[config.mk]
export PLATFORM = sky130hd
export DESIGN_NAME = eth_txp_framer
export DESIGN_NICKNAME = d
export VERILOG_FILES = /design/src/rtl/eth_txp_pkg.sv /design/src/rtl/eth_txp_slot_timer.sv /design/src/rtl/eth_txp_crc32.sv /design/src/rtl/eth_txp_gap_timer.sv /design/src/rtl/eth_txp_framer.sv
export SDC_FILE = /design/constraint.sdc
export NUM_CORES = 1
export LEC_CHECK = 0
export ABC_AREA = 0
export BUFFER_PORTS_ARGS = -buffer_cell sky130_fd_sc_hd__buf_2
export CAP_MARGIN = 20
export CORE_ASPECT_RATIO = 1.5
export CORE_MARGIN = 1
export CORE_UTILIZATION = 40
export DETAILED_ROUTE_END_ITERATION = 7
export PLACE_DENSITY_LB_ADDON = 0.1
export SLEW_MARGIN = 30
export SYNTH_ARGS = -nofsm -noshare
export SYNTH_HDL_FRONTEND = slang
export SYNTH_SLANG_ARGS = --single-unit
[constraint.sdc]
create_clock -name clk -period 2.3 [get_ports clk]
set_input_delay 0.46 -clock clk [delete_from_list [all_inputs] [get_ports clk]]
set_output_delay 0.46 -clock clk [all_outputs]
set_load 0.01 [all_outputs]
[src/rtl/eth_txp_pkg.sv]
package eth_txp_pkg;

   typedef enum logic [2:0] {
      ST_IDLE,
      ST_DATA,
      ST_PAD,
      ST_FCS,
      ST_GAP
   } txp_state_e;

   localparam logic [31:0] CRC_POLY = 32'h04C1_1DB7;

   function automatic logic [31:0] bit_rev32(input logic [31:0] x);
      logic [31:0] r;
      for (int i = 0; i < 32; i++) r[i] = x[31-i];
      return r;
   endfunction

endpackage

[src/rtl/eth_txp_slot_timer.sv]
module eth_txp_slot_timer #(
   parameter int DIV_FAST = 20,
   parameter int DIV_SLOW = 200
) (
   input  logic clk,
   input  logic rst,
   input  logic spd_100,
   output logic slot
);
   localparam int CW = $clog2(DIV_SLOW);

   initial begin
      assert (DIV_FAST >= 2) else $error("DIV_FAST must be at least 2");
      assert (DIV_SLOW >= DIV_FAST) else $error("DIV_SLOW below DIV_FAST");
   end

   logic [CW-1:0] cnt_q;
   logic [CW-1:0] lim;

   assign lim  = spd_100 ? CW'(DIV_FAST - 1) : CW'(DIV_SLOW - 1);
   assign slot = (cnt_q >= lim);

   always_ff @(posedge clk) begin
      if (rst)       cnt_q <= '0;
      else if (slot) cnt_q <= '0;
      else           cnt_q <= cnt_q + 1'b1;
   end

   AST_SLOT_NOT_TWICE: assert property (@(posedge clk) disable iff (rst)
      slot |=> !slot);

endmodule

[src/rtl/eth_txp_crc32.sv]
module eth_txp_crc32 (
   input  logic        clk,
   input  logic        rst,
   input  logic        start,
   input  logic        adv,
   input  logic [7:0]  din,
   output logic [31:0] fcs
);
   import eth_txp_pkg::*;

   localparam logic [31:0] POLY_REF = bit_rev32(CRC_POLY);

   logic [31:0] crc_q;
   logic [31:0] chain [9];

   assign chain[0] = start ? 32'hFFFF_FFFF : crc_q;

   for (genvar i = 0; i < 8; i++) begin : g_bit
      assign chain[i+1] = {1'b0, chain[i][31:1]} ^
                          ({32{chain[i][0] ^ din[i]}} & POLY_REF);
   end

   always_ff @(posedge clk) begin
      if (rst)      crc_q <= 32'hFFFF_FFFF;
      else if (adv) crc_q <= chain[8];
   end

   assign fcs = ~crc_q;

endmodule

[src/rtl/eth_txp_gap_timer.sv]
module eth_txp_gap_timer #(
   parameter int GAP_SLOTS = 12
) (
   input  logic clk,
   input  logic rst,
   input  logic active,
   input  logic step,
   output logic done
);
   localparam int GW = $clog2(GAP_SLOTS + 1);

   initial begin
      assert (GAP_SLOTS >= 1) else $error("GAP_SLOTS must be positive");
   end

   logic [GW-1:0] cnt_q;

   always_ff @(posedge clk) begin
      if (rst || !active) cnt_q <= '0;
      else if (step)      cnt_q <= cnt_q + 1'b1;
   end

   assign done = active && step && (cnt_q == GW'(GAP_SLOTS - 1));

   AST_GAP_BOUND: assert property (@(posedge clk) disable iff (rst)
      active |-> cnt_q < GW'(GAP_SLOTS));

endmodule

[src/rtl/eth_txp_framer.sv]
module eth_txp_framer #(
   parameter int DIV_FAST = 20,
   parameter int DIV_SLOW = 200,
   parameter int MIN_DATA = 60,
   parameter int IFG_BITS = 96
) (
   input  logic       clk,
   input  logic       rst,
   input  logic       spd_100,
   input  logic       s_valid,
   output logic       s_ready,
   input  logic [7:0] s_data,
   input  logic       s_last,
   input  logic       s_fcs_en,
   input  logic       s_pad_en,
   output logic       tx_en,
   output logic [7:0] txd
);
   import eth_txp_pkg::*;

   localparam int GAP_SLOTS = IFG_BITS / 8;
   localparam int LW        = $clog2(MIN_DATA + 1);
   localparam logic [LW-1:0] MIN_L = LW'(MIN_DATA);

   initial begin
      assert (MIN_DATA >= 1) else $error("MIN_DATA must be positive");
      assert (IFG_BITS % 8 == 0) else $error("IFG_BITS must be whole bytes");
   end

   txp_state_e    st_q, st_d;
   logic [LW-1:0] len_q, len_d, len_inc;
   logic [1:0]    fi_q, fi_d;
   logic          pad_q, pad_d, fcs_q, fcs_d;
   logic [7:0]    ob_q, ob_d;
   logic          ov_q, ov_d;
   logic          byte_slot;
   logic          crc_start, crc_adv;
   logic [7:0]    crc_din;
   logic [31:0]   fcs_w;
   logic          gap_done;

   eth_txp_slot_timer #(.DIV_FAST(DIV_FAST), .DIV_SLOW(DIV_SLOW)) u_slot (
      .clk(clk), .rst(rst), .spd_100(spd_100), .slot(byte_slot));

   eth_txp_crc32 u_crc (
      .clk(clk), .rst(rst), .start(crc_start), .adv(crc_adv),
      .din(crc_din), .fcs(fcs_w));

   eth_txp_gap_timer #(.GAP_SLOTS(GAP_SLOTS)) u_gap (
      .clk(clk), .rst(rst), .active(st_q == ST_GAP), .step(byte_slot),
      .done(gap_done));

   function automatic txp_state_e after_data(input logic [LW-1:0] n,
                                             input logic pad, input logic fcs);
      if (pad && (n < MIN_L)) return ST_PAD;
      else if (fcs)           return ST_FCS;
      else                    return ST_GAP;
   endfunction

   assign len_inc = (len_q == MIN_L) ? len_q : len_q + 1'b1;

   always_comb begin
      st_d      = st_q;
      len_d     = len_q;
      fi_d      = fi_q;
      pad_d     = pad_q;
      fcs_d     = fcs_q;
      ob_d      = ob_q;
      ov_d      = ov_q;
      s_ready   = 1'b0;
      crc_start = 1'b0;
      crc_adv   = 1'b0;
      crc_din   = 8'h00;
      if (byte_slot) begin
         unique case (st_q)
            ST_IDLE: begin
               s_ready = 1'b1;
               fi_d    = 2'd0;
               if (s_valid) begin
                  ov_d      = 1'b1;
                  ob_d      = s_data;
                  crc_start = 1'b1;
                  crc_adv   = 1'b1;
                  crc_din   = s_data;
                  len_d     = LW'(1);
                  pad_d     = s_pad_en;
                  fcs_d     = s_fcs_en;
                  st_d      = s_last ? after_data(LW'(1), s_pad_en, s_fcs_en) : ST_DATA;
               end else begin
                  ov_d = 1'b0;
                  ob_d = 8'h00;
               end
            end
            ST_DATA: begin
               s_ready = 1'b1;
               if (s_valid) begin
                  ov_d    = 1'b1;
                  ob_d    = s_data;
                  crc_adv = 1'b1;
                  crc_din = s_data;
                  len_d   = len_inc;
                  if (s_last) st_d = after_data(len_inc, pad_q, fcs_q);
               end else begin
                  ov_d = 1'b0;
                  ob_d = 8'h00;
               end
            end
            ST_PAD: begin
               ov_d    = 1'b1;
               ob_d    = 8'h00;
               crc_adv = 1'b1;
               len_d   = len_inc;
               if (len_inc >= MIN_L) st_d = fcs_q ? ST_FCS : ST_GAP;
            end
            ST_FCS: begin
               ov_d = 1'b1;
               ob_d = fcs_w[{fi_q, 3'b000} +: 8];
               fi_d = fi_q + 2'd1;
               if (fi_q == 2'd3) st_d = ST_GAP;
            end
            ST_GAP: begin
               ov_d = 1'b0;
               ob_d = 8'h00;
               if (gap_done) st_d = ST_IDLE;
            end
            default: st_d = ST_IDLE;
         endcase
      end
   end

   always_ff @(posedge clk) begin
      if (rst) begin
         st_q  <= ST_IDLE;
         len_q <= '0;
         fi_q  <= 2'd0;
         pad_q <= 1'b0;
         fcs_q <= 1'b0;
         ob_q  <= 8'h00;
         ov_q  <= 1'b0;
      end else begin
         st_q  <= st_d;
         len_q <= len_d;
         fi_q  <= fi_d;
         pad_q <= pad_d;
         fcs_q <= fcs_d;
         ob_q  <= ob_d;
         ov_q  <= ov_d;
      end
   end

   assign tx_en = ov_q;
   assign txd   = ob_q;

   AST_SLOT_ONLY: assert property (@(posedge clk) disable iff (rst)
      !$past(byte_slot) |-> $stable(tx_en) && $stable(txd));
   AST_FIRST_BYTE: assert property (@(posedge clk) disable iff (rst)
      (st_q == ST_IDLE) && s_valid && s_ready |=> tx_en && (txd == $past(s_data)));
   AST_PAD_ZERO: assert property (@(posedge clk) disable iff (rst)
      (st_q == ST_PAD) && byte_slot |=> tx_en && (txd == 8'h00));
   AST_PAD_REACHED: assert property (@(posedge clk) disable iff (rst)
      (st_q == ST_FCS) && pad_q |-> len_q >= MIN_L);
   AST_FCS_FOUR: assert property (@(posedge clk) disable iff (rst)
      (st_q == ST_GAP) && ($past(st_q) == ST_FCS) |-> $past(fi_q) == 2'd3);
   AST_GAP_IDLE: assert property (@(posedge clk) disable iff (rst)
      (st_q == ST_GAP) && byte_slot |=> !tx_en);

endmodule

# After elaboration in Yosys (flattened, before gate mapping)

Index checks and enable logic that the tools add are counted.

Register bits: 66
Input port bits: 15
Output and inout port bits: 10
Word-level logic and storage cells: 99

Add/subtract/negate cells: 4
$lt $le $gt $ge: 3
Equal/unequal tests: 13
Shifts and indexed selects: 1
Multiplexer cells: 31
Bitwise operators: 17
Reductions and logical operators: 20

Operators with widths:

| kind                | number |
|---|---|
| $xor 31x32->32      | 8 |
| $mux 3              | 11 |
| $mux 32             | 1 |
| $mux 8              | 4 |
| $not 32->32         | 1 |
| $shiftx 32x6->8     | 1 |
| $pmux 8 s3          | 1 |
| $mux 6              | 3 |
| $pmux 6 s3          | 1 |
| $pmux 3 s5          | 1 |
| $ne 2x2->1 const B  | 6 |
| $reduce_bool 3->1   | 3 |
| $add 8x1->8 const B | 1 |
| $ge 8x8->1          | 1 |
| $reduce_or 2->1     | 4 |
| $xor 1x1->1         | 8 |
| $reduce_and 7->1    | 1 |
| $add 6x1->6 const B | 1 |
| $eq 3x2->1 const B  | 2 |
| $eq 6x6->1 const B  | 1 |
| $ge 6x6->1 const B  | 1 |
| $lt 6x6->1 const B  | 1 |
| $mux 1              | 6 |
| $reduce_and 2->1    | 3 |
| 16 further kinds    | 18 |

# Logic depth before layout (Yosys ltp)

Gate-level depths: netlist of run 1.

Depth in word-level cells: 20
Gate-level depth with buffers: 12
Depth with buffers taken out: 9

# Cells and area by module

Synthesis of run 1 repeated with hierarchy kept, for this count alone.

Cells, all modules: 578
Area total of the unflattened synthesis: 4767.1 sq um

Modules (own cells, without submodules):

| module             | instances | cells an instance | area each (sq um) |
|---|---|---|---|
| eth_txp_crc32      | 1         | 301               | 2467.4 |
| eth_txp_framer     | 1         | 210               | 1669.1 |
| eth_txp_slot_timer | 1         | 46                | 431.7 |
| eth_txp_gap_timer  | 1         | 21                | 198.9 |

# Least setup slack after synthesis of run 1

Ideal clock, no wire load.

Path type: input to register
From: in spd_100
To: reg u_crc.crc_q[19]
Arrival time: 2.366 ns
Required time: 2.178 ns
Slack: -0.188 ns
Stages: 8
Path buffers: 0
Path through: ha_1 -> a211oi_1 -> o21bai_2 -> o21ai_2 -> o21ai_0 -> xnor2_1 -> or4_1 -> o311a_1

Longest elaborated chain between the ends: 14
Elaborated cells on any way between the ends: 21
Those cells by class: order compare: 1; mux: 5; bitwise: 15

Ends and longest elaborated chain:

| element                                              | line                                     | RTL |
|---|---|---|
| start: declaration                                   | eth_txp_framer.sv:9                      | `input logic spd_100,` |
| $mux 8 *                                             | eth_txp_slot_timer.sv:20                 | `assign lim = spd_100 ? CW'(DIV_FAST - 1) : CW'(DIV_SLOW - 1);` |
| $ge 8x8->1 *                                         | eth_txp_slot_timer.sv:21                 | `assign slot = (cnt_q >= lim);` |
| $mux 1                                               | eth_txp_framer.sv:74                     | `if (byte_slot) begin` |
| $mux 32                                              | eth_txp_crc32.sv:16                      | `assign chain[0] = start ? 32'hFFFF_FFFF : crc_q;` |
| $xor 1x1->1 / $xor 31x32->32 (equally long branches) | eth_txp_crc32.sv:20, eth_txp_crc32.sv:19 |  |
| $xor 31x32->32 / $xor 1x1->1 (equally long branches) | eth_txp_crc32.sv:19, eth_txp_crc32.sv:20 |  |
| $xor 31x32->32 (5 in a row)                          | eth_txp_crc32.sv:19                      | `assign chain[i+1] = {1'b0, chain[i][31:1]} ^` |
| $xor 1x1->1 / $xor 31x32->32 (equally long branches) | eth_txp_crc32.sv:20, eth_txp_crc32.sv:19 |  |
| $xor 31x32->32 / $xor 1x1->1 (equally long branches) | eth_txp_crc32.sv:19, eth_txp_crc32.sv:20 |  |
| $xor 31x32->32                                       | eth_txp_crc32.sv:19                      |  |
| end signal: assignment                               | eth_txp_crc32.sv:25                      | `else if (adv) crc_q <= chain[8];` |
| end: declaration                                     | eth_txp_crc32.sv:13                      | `logic [31:0] crc_q;` |

Mark *: on every way between the ends. The rest lies on a longest branch, timed or not.
A chain may end at the register's enable or synchronous reset.

# Worst setup path after layout of run 1

From: reg u_slot.cnt_q[7]
To: reg u_crc.crc_q[2]

Longest elaborated chain between the ends: 12
Elaborated cells on any way between the ends: 16
Those cells by class: order compare: 1; mux: 4; bitwise: 11

Ends and longest elaborated chain:

| element                                              | line                                     | RTL |
|---|---|---|
| start: declaration                                   | eth_txp_slot_timer.sv:17                 | `logic [CW-1:0] cnt_q;` |
| start signal: assignment                             | eth_txp_slot_timer.sv:26                 | `else cnt_q <= cnt_q + 1'b1;` |
| $ge 8x8->1 *                                         | eth_txp_slot_timer.sv:21                 |  |
| $mux 1                                               | eth_txp_framer.sv:74                     |  |
| $mux 32                                              | eth_txp_crc32.sv:16                      |  |
| $xor 1x1->1 / $xor 31x32->32 (equally long branches) | eth_txp_crc32.sv:20, eth_txp_crc32.sv:19 |  |
| $xor 31x32->32 / $xor 1x1->1 (equally long branches) | eth_txp_crc32.sv:19, eth_txp_crc32.sv:20 |  |
| $xor 31x32->32 (2 in a row)                          | eth_txp_crc32.sv:19                      |  |
| $xor 31x32->32 / $xor 1x1->1 (equally long branches) | eth_txp_crc32.sv:19, eth_txp_crc32.sv:20 |  |
| $xor 31x32->32 (4 in a row)                          | eth_txp_crc32.sv:19                      |  |

Marks and branches as above.

==> results.ini, run 1 <==
[synth]
post_synthesis_sequential_area_ratio_pct = 27.2
post_synth_num_cell_types = 68
netlist_area_um2 = 4860
postSynthCellCount = 616
mappedNetlistNets = 640
synthArstFlopShare_pct = 0
synth_enable_flop_cells = 0
yosys_warnings = 0
synth.ff_latch_count = 66
synthesis.area_per_instance_um2 = 7.89
dominantRegCellSynth = dfxtp_1

[worst_setup_path]
timing.critical_path.arrival_ns = 2.51
critical_path_class = reg -> reg
worstPathCellList = ha_4, nand4b_4, o21ba_4, a21oi_4, buf_6, buf_4, a21oi_1, o22a_1, xnor2_1, a211o_1
crit_path_top_delay_cell = dfxtp_2
cp-end-kind = flop
critical_path.max_stage_delay_ns = 0.34
crit_path_start_kind = flop
crit_path_max_fanout = 7
critPathRequiredTime_ns = 2.53
cpLargestDelayFamily = compound AO/OA/AOI/OAI gates
crit_buf_inv = 2

[cts]
path_clk_slew_ns = 0.06
cts-htree-levels = 3
cts_made_buffers = 9
sinks_on_the_clock_net = 66
clk_path_buf_depth = 2
insertion_delay_ns = 0.34
cts_tree = done
hold_buffers = 0
cts_root_buffer = clkbuf_16

[cells_and_area]
design.final.nets = 737
drive_above_1_share_pct = 28.7
stdcell_area_um2 = 6360
fillers = 1113
final_cells = 868
syn2layout_area_growth_pct = 30.9
antenna_cell_count = 0

[floorplanning]
horizontal_die_dimension_um = 92.0
die_area_um2 = 12600
initial_cell_density_of_the_core_pct = 41.7
ios = 25
fp.coreArea_um2 = 11700
die_h_um = 137
num_rows = 48

[sta]
fin_crit_ns = 2.28
grt_setup_unrepaired = yes
max_slew.worst_pin.slew_ns = 0.518
highest_attainable_clock_frequency_ghz = 0.438
finalHoldViolCount = 0
max_slew_margin_pct = 65.2
fin_crit_sh_pct = 99.3
clock-skew-final_ns = 0.00798
finalSetupViolCount = 0
final-max-slew-violation-count = 0

[placement]
io_buffers = 24
detailedPlacementHpwl_mm = 12.8
gp_congestion = 0.887
detailed_place.area_um2 = 5850
place_inst = 842

[pwr]
ir_drop_mv = 0.286
powerDensity_nw_per_um2 = 447
power.leakage_nw = 2.42

[routing]
avgRoutedWirePerCell_um = 19.4
drt-vias-per-instance = 5.68
detail_route.drc_violations = 0
vias = 4928
detailedRoute.firstPassIterationCount = 5
drt-total-wl_mm = 16.8
detailedRoute.firstIterationViolations = 251
antenna_left = 0

[worst_hold_path]
hold_path_class = in -> reg

[grt]
globalRouteTotalUtil_pct = 27.7
grt_pass1_wl_mm = 26.1
gr-usage-met3_pct = 3.50
grt_max_degree = 30
grt_pass1_vias = 4774
antenna_found_initial = 0
met1_usage_pct = 30.2
grt_remaining_overflow = 0
grt_use_met2_pct = 48.7
grt-busiest-layer = met2

[run]
max_cap_viol_count = 0

[run_status]
outcome = completed

==> sequential cells by signal, indices dropped and copies added, names as in the netlist <==
register and cells:
u_crc.crc_q 32, u_gap.cnt_q 4, pad_q 1, st_q 3
fi_q 2, fcs_q 1, len_q 6, u_slot.cnt_q 8
txd 8, tx_en 1
==> path summary, 6_finish.rpt <==
check | start | end | slack [ns] | depth (start not counted)
setup / recovery | u_slot.cnt_q[7] | u_crc.crc_q[2] | 0.02 | 10
hold reg to reg | u_gap.cnt_q[1] | u_gap.cnt_q[1] | 0.48 | 2
setup reg to reg | u_slot.cnt_q[7] | u_crc.crc_q[2] | 0.02 | 10
hold / removal | s_fcs_en | fcs_q | 0.39 | 3
==> timing repair <==
action	in CTS	in global routing
pin swaps	7	14
setup buffers	2	8
resized for setup	11	28
setup endpoints to repair	15	24
==> per-stage QoR <==
stage	hold slack, ns	power, W	setup WS [ns]	util, %	setup TNS, ns
final	0.393	0.00285	0.0153	54.6	0
after global routing	0.406	0.00295	-0.0886	54.6	-0.959
after CTS	0.390	0.00285	-0.00592	53.0	-0.00726
after detailed placement	0.470	0.00153	-0.446	50.2	-12.48
after global placement	0.461	0.00153	-0.444	50.2	-11.71
after floorplan	0.418	0.00140	-0.0238	-	-0.0238
==> area by class of cell <==
cell class	count	area [um2]	share of cell area, %
clock buffers	10	239	3.76
clock inverters	6	41.3	0.649
inverters	13	48.8	0.767
flip-flops and latches	66	1330	20.9
multi-input cells	490	3510	55.1
repair buffers	133	1010	15.9
well taps	150	188	2.95
==> synth_stat cells, types with 3 or more instances <==
| library cell | number | area, um2 |
|---|---|---|
| mux4_2 | 8 | 180 |
| xor2_1 | 34 | 298 |
| nor2_1 | 64 | 240 |
| nand3_1 | 17 | 85.1 |
| a21oi_1 | 63 | 315 |
| mux2i_1 | 3 | 30.0 |
| o21ai_0 | 42 | 210 |
| o2bb2ai_1 | 6 | 52.6 |
| a221oi_1 | 4 | 35.0 |
| clkbuf_1 | 30 | 113 |
| ha_1 | 9 | 113 |
| and3_1 | 3 | 18.8 |
| dfxtp_1 | 66 | 1320 |
| o22ai_1 | 6 | 37.5 |
| a211oi_1 | 15 | 113 |
| nand2b_1 | 3 | 18.8 |
| a22oi_1 | 11 | 82.6 |
| nand2_1 | 57 | 214 |
| o211ai_1 | 12 | 90.1 |
| o21a_1 | 3 | 22.5 |
| a31oi_1 | 7 | 43.8 |
| xnor2_1 | 57 | 499 |
| nor3_1 | 16 | 80.1 |
| buf_4 | 3 | 22.5 |
| or2_2 | 4 | 25.0 |
| buf_2 | 11 | 55.1 |
| inv_1 | 12 | 45.0 |
==> tightest hold or removal path: cells and delay by family <==
| kind | cells | cell delay [ns] |
|---|---|---|
| buffers and inverters | 1 | 0.12 |
| and+or+nand+nor | 1 | 0.05 |
| AOI/OAI and AO/OA | 1 | 0.05 |
==> routing by layer <==
layer  vias up  routed length, um
met5         -                  0
met4         0               1140
met3        58                595
met2       148               8460
met1      2335               6630
li1       2387                  -
==> cell usage in the layout (no fill, tap or decap), types with 4 or more instances in the layout <==
cell / instances
o22ai_1: 4
clkbuf_16: 9
or2_2: 4
xnor2_1: 55
a31oi_1: 7
buf_4: 101
buf_12: 4
dfxtp_1: 61
buf_6: 5
nor2_1: 63
ha_4: 5
o21ai_0: 37
buf_2: 23
o2bb2ai_1: 6
o21ai_1: 5
inv_1: 12
o211ai_1: 12
dfxtp_2: 5
mux4_2: 8
xor2_1: 33
a21oi_1: 61
nor3_1: 13
a22oi_1: 11
nand2_1: 57
nand3_1: 17
a211oi_1: 14
==> cell families after synthesis <==
group,Yosys count,synth area share (%)
AOI/OAI and AO/OA,194,25.7
xor gates and xnor gates,95,18.0
adders and majority gates,10,2.52
buffers and inverters,60,5.46
DFF,66,27.2
muxes,11,4.33
and+or+nand+nor,180,16.8
==> where the power goes <==
part / total, W / internal (W) / switching (W)
sequential: 0.00117 / 0.00116 / 0.0000113
clock: 0.00132 / 0.000759 / 0.000559
combinational: 0.000360 / 0.000151 / 0.000209
total: 0.00285 / 0.00207 / 0.000779
No activity file was read; power rests on OpenSTA's default activity.
==> run 2, diff against run 1 <==
- CAP_MARGIN: 20 -> not set
- SYNTH_HIERARCHICAL: not set -> 1
==> run 2 against run 1 <==
Against the previous run: the flow now finishes with violations (setup timing); sequential power is essentially flat; first-iteration DRC count fell by 29%; non-clock buffer count shrank 16; highest routed layer unchanged; combinational power down 32%; critical endpoint is now u_crc/crc_q[23].
==> results.ini, run 2 <==
[worst_setup_path]
critical_path_class = in -> reg  ; was reg -> reg
setup.reg_to_reg.worst_slack_ns = -0.75  ; was 0.02 ns
timing.critical_path.arrival_ns = 3.29  ; was 2.51 ns
crit_path_max_fanout = 8  ; was 7
r2r_end = u_crc/crc_q[23]  ; was u_crc.crc_q[2]
r2r_start = u_slot/cnt_q[2]  ; was u_slot.cnt_q[7]
reg2regPathDepth = 15  ; was 10
cp-end-kind = flop  ; unchanged
critPathRequiredTime_ns = 2.52  ; was 2.53 ns
crit_path_start_kind = input pin  ; was flop

[synth]
proportion_of_netlist_area_held_by_the_largest_area_contributor_pct = 27.7  ; was 27.2%
postSynthCellCount = 578  ; was 616
synthTopCellsByCount = nor2_1, dfxtp_1, xnor2_1  ; was dfxtp_1, nor2_1, a21oi_1
synthArstFlopShare_pct = 0  ; unchanged
mappedNetlistNets = 602  ; was 640
synth_enable_flop_cells = 0  ; unchanged
ys_top_cells_by_area = dfxtp_1, xnor2_1, nor2_1, xor2_1, mux4_2  ; was dfxtp_1, xnor2_1, a21oi_1, xor2_1, nor2_1
synth_area_leader_cell = dfxtp_1  ; unchanged
post_synth_num_cell_types = 64  ; was 68
yosys_warnings = 6  ; was 0
cell_with_the_most_instances_after_synthesis = nor2_1  ; was dfxtp_1
netlist_area_um2 = 4770  ; was 4860 um2
post_synthesis_sequential_area_ratio_pct = 27.7  ; was 27.2%
synth.ff_latch_count = 66  ; unchanged
synthesis.area_per_instance_um2 = 8.25  ; was 7.89 um2
dominantRegCellSynth = dfxtp_1  ; unchanged

[cells_and_area]
largest-register = u_crc/crc_q  ; was u_crc.crc_q
total_area_of_multi_input_combinational_cells_um2 = 3680  ; was 3510 um2
drive_above_1_share_pct = 37.3  ; was 28.7%
final_cells = 821  ; was 868
most_frequent_cells_in_the_layout = nor2_1, buf_4, dfxtp_1  ; was buf_4, nor2_1, a21oi_1, dfxtp_1, nand2_1
final_core_utilization_pct = 57.6  ; was 54.6%
syn2layout_area_growth_pct = 39.4  ; was 30.9%
mostFrequentLayoutCell = nor2_1  ; was buf_4
largest_reg_flops = 32  ; unchanged
antenna_cell_count = 0  ; unchanged
design.final.nets = 691  ; was 737
fillers = 1064  ; was 1,113
register_area_um2 = 1330  ; about the same

[sta]
grt_setup_unrepaired = yes  ; unchanged
max_slew.worst_pin.slew_ns = 0.606  ; was 0.518 ns
fin_crit_sh_pct = 133  ; was 99.3%
highest_attainable_clock_frequency_ghz = 0.326  ; was 0.438 GHz
finalSetupViolCount = 45  ; was 0
finalHoldViolCount = 0  ; unchanged
post-route-worst-setup-slack_ns = -0.765  ; was 0.0153 ns
final-max-slew-violation-count = 0  ; unchanged
fin_crit_ns = 3.06  ; was 2.28 ns
max_slew_margin_pct = 59.5  ; was 65.2%
hold_ws_ns = 0.413  ; was 0.393 ns
clock-skew-final_ns = 0.00569  ; was 0.00798 ns

[placement]
detailedPlacementHpwl_mm = 9.53  ; was 12.8 mm
io_buffers = 24  ; unchanged
place_inst = 784  ; was 842
gp_congestion = 0.886  ; was 0.887

[grt]
antenna_found_initial = 0  ; unchanged
grt_max_degree = 31  ; was 30
globalRouteTotalUtil_pct = 22.5  ; was 27.7%
grt_pass1_vias = 4255  ; was 4,774
grt_remaining_overflow = 0  ; unchanged
grt_pass1_wl_mm = 21.5  ; was 26.1 mm

[run_status]
violations_in_the_final_reports = setup timing
outcome = complete, but fails checks  ; was completed

[worst_hold_path]
min_from = s_fcs_en  ; unchanged
min_path_cells = 3  ; unchanged
hold-path-endpoint = fcs_q  ; unchanged
hold_path_class = in -> reg  ; unchanged

[routing]
drt-vias-per-instance = 5.18  ; was 5.68
detailedRoute.firstIterationViolations = 179  ; was 251
avgRoutedWirePerCell_um = 16.1  ; was 19.4 um
detail_route.drc_violations = 0  ; unchanged
drt-total-wl_mm = 13.2  ; was 16.8 mm
detailedRoute.firstPassIterationCount = 4  ; was 5
vias = 4254  ; was 4,928
antenna_left = 0  ; unchanged

[pwr]
powerDensity_nw_per_um2 = 416  ; was 447 nW/um2
ir_drop_mv = 0.376  ; was 0.286 mV
power.leakage_nw = 2.78  ; was 2.42 nW

[cts]
insertion_delay_ns = 0.33  ; was 0.34 ns
cts_made_buffers = 9  ; unchanged
hold_buffers = 0  ; unchanged
cts_root_buffer = clkbuf_16  ; unchanged
cts_tree = done  ; unchanged
clk_path_buf_depth = 2  ; unchanged
cts-htree-levels = 3  ; unchanged
path_clk_slew_ns = 0.05  ; was 0.06 ns
sinks_on_the_clock_net = 66  ; unchanged

[run]
max_cap_viol_count = 0  ; unchanged

[floorplanning]
num_rows = 48  ; unchanged
initial_cell_density_of_the_core_pct = 41.3  ; was 41.7%
ios = 25  ; unchanged
die_h_um = 136  ; was 137 um
fp.coreArea_um2 = 11500  ; was 11,700 um2
die_area_um2 = 12400  ; was 12,600 um2
horizontal_die_dimension_um = 91.1  ; was 92.0 um

==> run 2: changes by cell type after synthesis, moves of 9 or more <==
cell,change
a211o_1,+15
nor2b_1,+10
a211oi_1,-11
nor2_1,+23
a21oi_1,-34
inv_1,+32
clkbuf_1,-16
nand2_1,-36
o21ai_0,-23
o211ai_1,-9
xor2_1,-12
==> run 2: routing by layer <==
layer	vias up	part of all wire [%]	track usage, %
li1	2113	-	-
met1	2063	41	25.0
met2	58	54	42.6
met3	20	2.8	3.37
met4	0	2.0	8.64
met5	-	0	0
==> run 2: power breakdown <==
| part | switching [W] | total [W] | internal [W] | leakage (nW) |
|---|---|---|---|---|
| Clock | 0.000519 | 0.00135 | 0.000831 | 0.138 |
| Sequential | 0.0000108 | 0.00117 | 0.00116 | 0.536 |
| Combinational | 0.000124 | 0.000245 | 0.000121 | 2.11 |
| Total | 0.000654 | 0.00276 | 0.00211 | 2.78 |
==> run 2: how the worst max path moves through the flow <==
stage / from / end / slack (ns)
2_1_floorplan: spd_100 / u_crc/crc_q[21] / -1.08
3_3_place_gp: spd_100 / u_crc/crc_q[23] / -1.36
3_5_place_dp: spd_100 / u_crc/crc_q[23] / -1.32
4_1_cts: u_slot/cnt_q[2] / u_crc/crc_q[8] / -0.81
5_1_grt: u_slot/cnt_q[2] / u_crc/crc_q[8] / -0.86
6_report: spd_100 / u_crc/crc_q[23] / -0.76
==> run 2: critical path, cell delays in order <==
cell and delay, ns:
buf_4 0.19, inv_12 0.03, ha_4 0.14, o21a_1 0.17, o21a_1 0.20, or3_4 0.39, nand2_4 0.10, inv_4 0.05
buf_4 0.13, and3_4 0.19, buf_12 0.13, xor2_4 0.17, xnor2_2 0.22, buf_4 0.19, xnor3_1 0.26, mux2i_1 0.20
nor2_1 0.06
==> run 2: repair_timing <==
action,CTS,global route
gates cloned,1,1
setup buffers,25,7
pin swaps,53,51
setup endpoints to repair,45,55
resized for setup,77,34
hold endpoints to repair,0,0
==> run 2: cells by family (layout without fill, tap and decap cells) <==
logic type               count (synthesis)  count (layout)  synth area share (%)
AND/OR/NAND/NOR                        202             202                  20.8
flip-flops                              66              66                  27.7
buffers and inverters                   84             176                  8.40
AO/OA/AOI/OAI                          108             109                  16.2
adder cells (fa/ha/maj)                  9               9                  2.36
XOR/XNOR                                92              92                  18.8
multiplexers                            17              17                  5.67
==> run 2: metrics by stage <==
stage / setup WS [ns] / area [um2] / setup TNS [ns] / total power [W]
floorplan: -1.08 / 5060 / -29.12 / 0.00132
global placement: -1.36 / 5660 / -42.58 / 0.00139
detailed placement: -1.32 / 5660 / -43.94 / 0.00139
CTS: -0.808 / 6520 / -23.26 / 0.00278
global route: -0.856 / 6640 / -28.39 / 0.00286
finish: -0.765 / 6640 / -23.84 / 0.00276
==> run 2: cell type report <==
type                            instances  share of cell area [%]
Clock buffer                           10                    3.45
Clock inverter                          5                   0.847
Inverter                               44                    2.75
Multi-Input combinational cell        429                    55.5
Sequential cell                        66                    20.0
Tap cell                              150                    2.82
Timing Repair Buffer                  117                    14.7
==> run 3, diff against run 2 <==
- CELL_PAD_IN_SITES_DETAIL_PLACEMENT: not set -> 1
- CELL_PAD_IN_SITES_GLOBAL_PLACEMENT: not set -> 1
==> run 3 against run 2 <==
Against the previous run: setup slack lost 0.15 ns; routed wire length grew 36%; largest cell class unchanged; non-clock buffer count is the same; critical path depth shrank 3; largest power group unchanged; sequential share of layout area shrank 0.50 points; final cell count grew 0.12%; via count grew 9.6%; highest routed layer unchanged; die area is the same; first-iteration DRC count grew 7.8%; cell area grew 2.4%; sequential cell count is the same; count of clock-buffer cells in the layout grew 2; the run still ends with setup timing left.
==> results.ini, run 3 (same netlist as run 2, synthesis figures left out) <==
[routing]
drt-total-wl_mm = 18.0  ; was 13.2 mm
vias = 4664  ; was 4,254
detailedRoute.firstIterationViolations = 193  ; was 179
detailedRoute.firstPassIterationCount = 4  ; unchanged
avgRoutedWirePerCell_um = 21.9  ; was 16.1 um
drt-vias-per-instance = 5.67  ; was 5.18
detail_route.drc_violations = 0  ; unchanged
antenna_left = 0  ; unchanged

[placement]
place_inst = 784  ; unchanged
io_buffers = 24  ; unchanged
preCtsSetupSlack_ns = -1.39  ; was -1.32 ns
detailedPlacementHpwl_mm = 10.9  ; was 9.53 mm
gp_congestion = 0.817  ; was 0.886
detailed_place.area_um2 = 5660  ; unchanged

[cells_and_area]
largest_reg_flops = 32  ; unchanged
antenna_cell_count = 0  ; unchanged
largest-register = u_crc/crc_q  ; unchanged
design.final.nets = 692  ; was 691
fillers = 1313  ; was 1,064
syn2layout_area_growth_pct = 42.7  ; was 39.4%
drive_above_1_share_pct = 38.8  ; was 37.3%
final_cells = 822  ; was 821
stdcell_area_um2 = 6800  ; was 6640 um2
final_core_utilization_pct = 59.0  ; was 57.6%
most_frequent_cells_in_the_layout = nor2_1, buf_4, dfxtp_1  ; unchanged

[sta]
grt_setup_unrepaired = yes  ; unchanged
highest_attainable_clock_frequency_ghz = 0.311  ; was 0.326 GHz
fin_crit_ns = 3.21  ; was 3.06 ns
finalSetupViolCount = 44  ; was 45
finalHoldViolCount = 0  ; unchanged
finalSetupTns_ns = -26.19  ; was -23.84 ns
max_slew_margin_pct = 67.3  ; was 59.5%
final-max-slew-violation-count = 0  ; unchanged
max_slew.worst_pin.slew_ns = 0.487  ; was 0.606 ns
clock-skew-final_ns = 0.00535  ; was 0.00569 ns
post-route-worst-setup-slack_ns = -0.915  ; was -0.765 ns
fin_crit_sh_pct = 140  ; was 133%

[cts]
cts_tree = done  ; unchanged
hold_buffers = 0  ; unchanged
sinks_on_the_clock_net = 66  ; unchanged
path_clk_slew_ns = 0.06  ; was 0.05 ns
cts_root_buffer = clkbuf_16  ; unchanged
insertion_delay_ns = 0.34  ; was 0.33 ns
clk_path_buf_depth = 2  ; unchanged
cts_made_buffers = 9  ; unchanged
cts-htree-levels = 3  ; unchanged

[pwr]
power.share.combinational_pct = 10.2  ; was 8.9%
clock_power_share_pct = 46.5  ; was 48.9%
power_report.internal_total_w = 0.00201  ; was 0.00211 W
switching_power_share_of_the_total_pct = 25.4  ; was 23.7%
power.leakage_nw = 2.84  ; was 2.78 nW
ir_drop_mv = 0.355  ; was 0.376 mV
power_frac_seq_pct = 43.3  ; was 42.2%
power.switching_w = 0.000684  ; was 0.000654 W
powerDensity_nw_per_um2 = 395  ; was 416 nW/um2

[grt]
globalRouteTotalUtil_pct = 26.6  ; was 22.5%
antenna_found_initial = 0  ; unchanged
grt_pass1_wl_mm = 25.0  ; was 21.5 mm
grt_remaining_overflow = 0  ; unchanged
grt_max_degree = 35  ; was 31
grt_pass1_vias = 4690  ; was 4,255

[worst_setup_path]
crit_path_start_kind = flop  ; was input pin
timing.critical_path.arrival_ns = 3.43  ; was 3.29 ns
critPathRequiredTime_ns = 2.51  ; was 2.52 ns
reg2regPathDepth = 14  ; was 15
cp-end-kind = flop  ; unchanged
critical_path_class = reg -> reg  ; was in -> reg
crit_path_max_fanout = 3  ; was 8

[floorplanning]
num_rows = 48  ; unchanged
initial_cell_density_of_the_core_pct = 41.3  ; unchanged
die_h_um = 136  ; unchanged
horizontal_die_dimension_um = 91.1  ; unchanged
fp.coreArea_um2 = 11500  ; unchanged
ios = 25  ; unchanged
die_area_um2 = 12400  ; unchanged

[worst_hold_path]
hold_path_class = in -> reg  ; unchanged
min_path_cells = 3  ; unchanged

[run_status]
violations_in_the_final_reports = setup timing  ; unchanged
outcome = complete, but fails checks  ; unchanged

[run]
max_cap_viol_count = 0  ; unchanged

[run 3: changes by cell type in the layout (fill, tap and decap cells not counted), moves of 3 or more]
cell,before,now
xnor2_1,38,32
or2_4,3,6
buf_6,14,17
xnor2_4,9,16
and3_4,4,8
or2_2,9,6
xor2_4,2,6
[run 3: layer usage]
layer / track usage [%] / up-vias / share of wire, %
met5: 0 / - / 0
li1: - / 2131 / -
met2: 50.2 / 140 / 54
met3: 4.21 / 59 / 3.9
met4: 11.5 / 0 / 5.2
met1: 29.2 / 2334 / 37
[run 3: path summary, 6_finish.rpt]
check | slack [ns] | end | start
hold / removal | 0.42 | fcs_q | s_fcs_en
setup / recovery | -0.91 | u_crc/crc_q[24] | u_slot/cnt_q[2]
hold reg to reg | 0.50 | txd[4] | txd[4]
setup reg to reg | -0.91 | u_crc/crc_q[24] | u_slot/cnt_q[2]
[run 3: final cells by class]
class	count	area, um2	area share, %
Sequential cell	66	1330	19.5
Clock buffer	12	236	3.48
Clock inverter	3	17.5	0.258
Tap cell	150	188	2.76
Timing Repair inverter	1	5.00	0.0736
Timing Repair Buffer	117	945	13.9
Inverter	44	185	2.72
Multi-Input combinational cell	429	3900	57.3
[run 3: metrics by stage]
step                power (W)  hold slack [ns]
global route          0.00277            0.449
CTS                   0.00268            0.414
detailed placement    0.00140            0.487
floorplan             0.00132            0.450
global placement      0.00139            0.479
finish                0.00269            0.422
[run 3: power by group through the flow]
stage	sequential (W)	combinational, W	clock [W]
5_1_grt	0.00117	0.000290	0.00132
2_1_floorplan	0.00119	0.000127	0
6_report	0.00117	0.000275	0.00125
3_3_place_gp	0.00119	0.000206	0
3_5_place_dp	0.00119	0.000214	0
4_1_cts	0.00116	0.000246	0.00127
[run 3: worst max-delay path: stages (launching register included)]
cell and delay (ns):
dfxtp_4 0.36, ha_4 0.22, a211oi_4 0.26, nor2_1 0.09
or3_4 0.37, nand4_1 0.16, inv_2 0.07, buf_6 0.12
nor2_4 0.13, xnor2_4 0.15, xnor3_2 0.55, xnor2_4 0.19
buf_6 0.15, nor3b_2 0.24, nor3_4 0.05
[run 3: timing repair]
item                                    4_1_cts  5_1_grt
buffers inserted                             14       11
gates resized for setup                      69       60
pin swaps                                    40       43
endpoints found under the setup margin       46       49
cloned                                        0        2
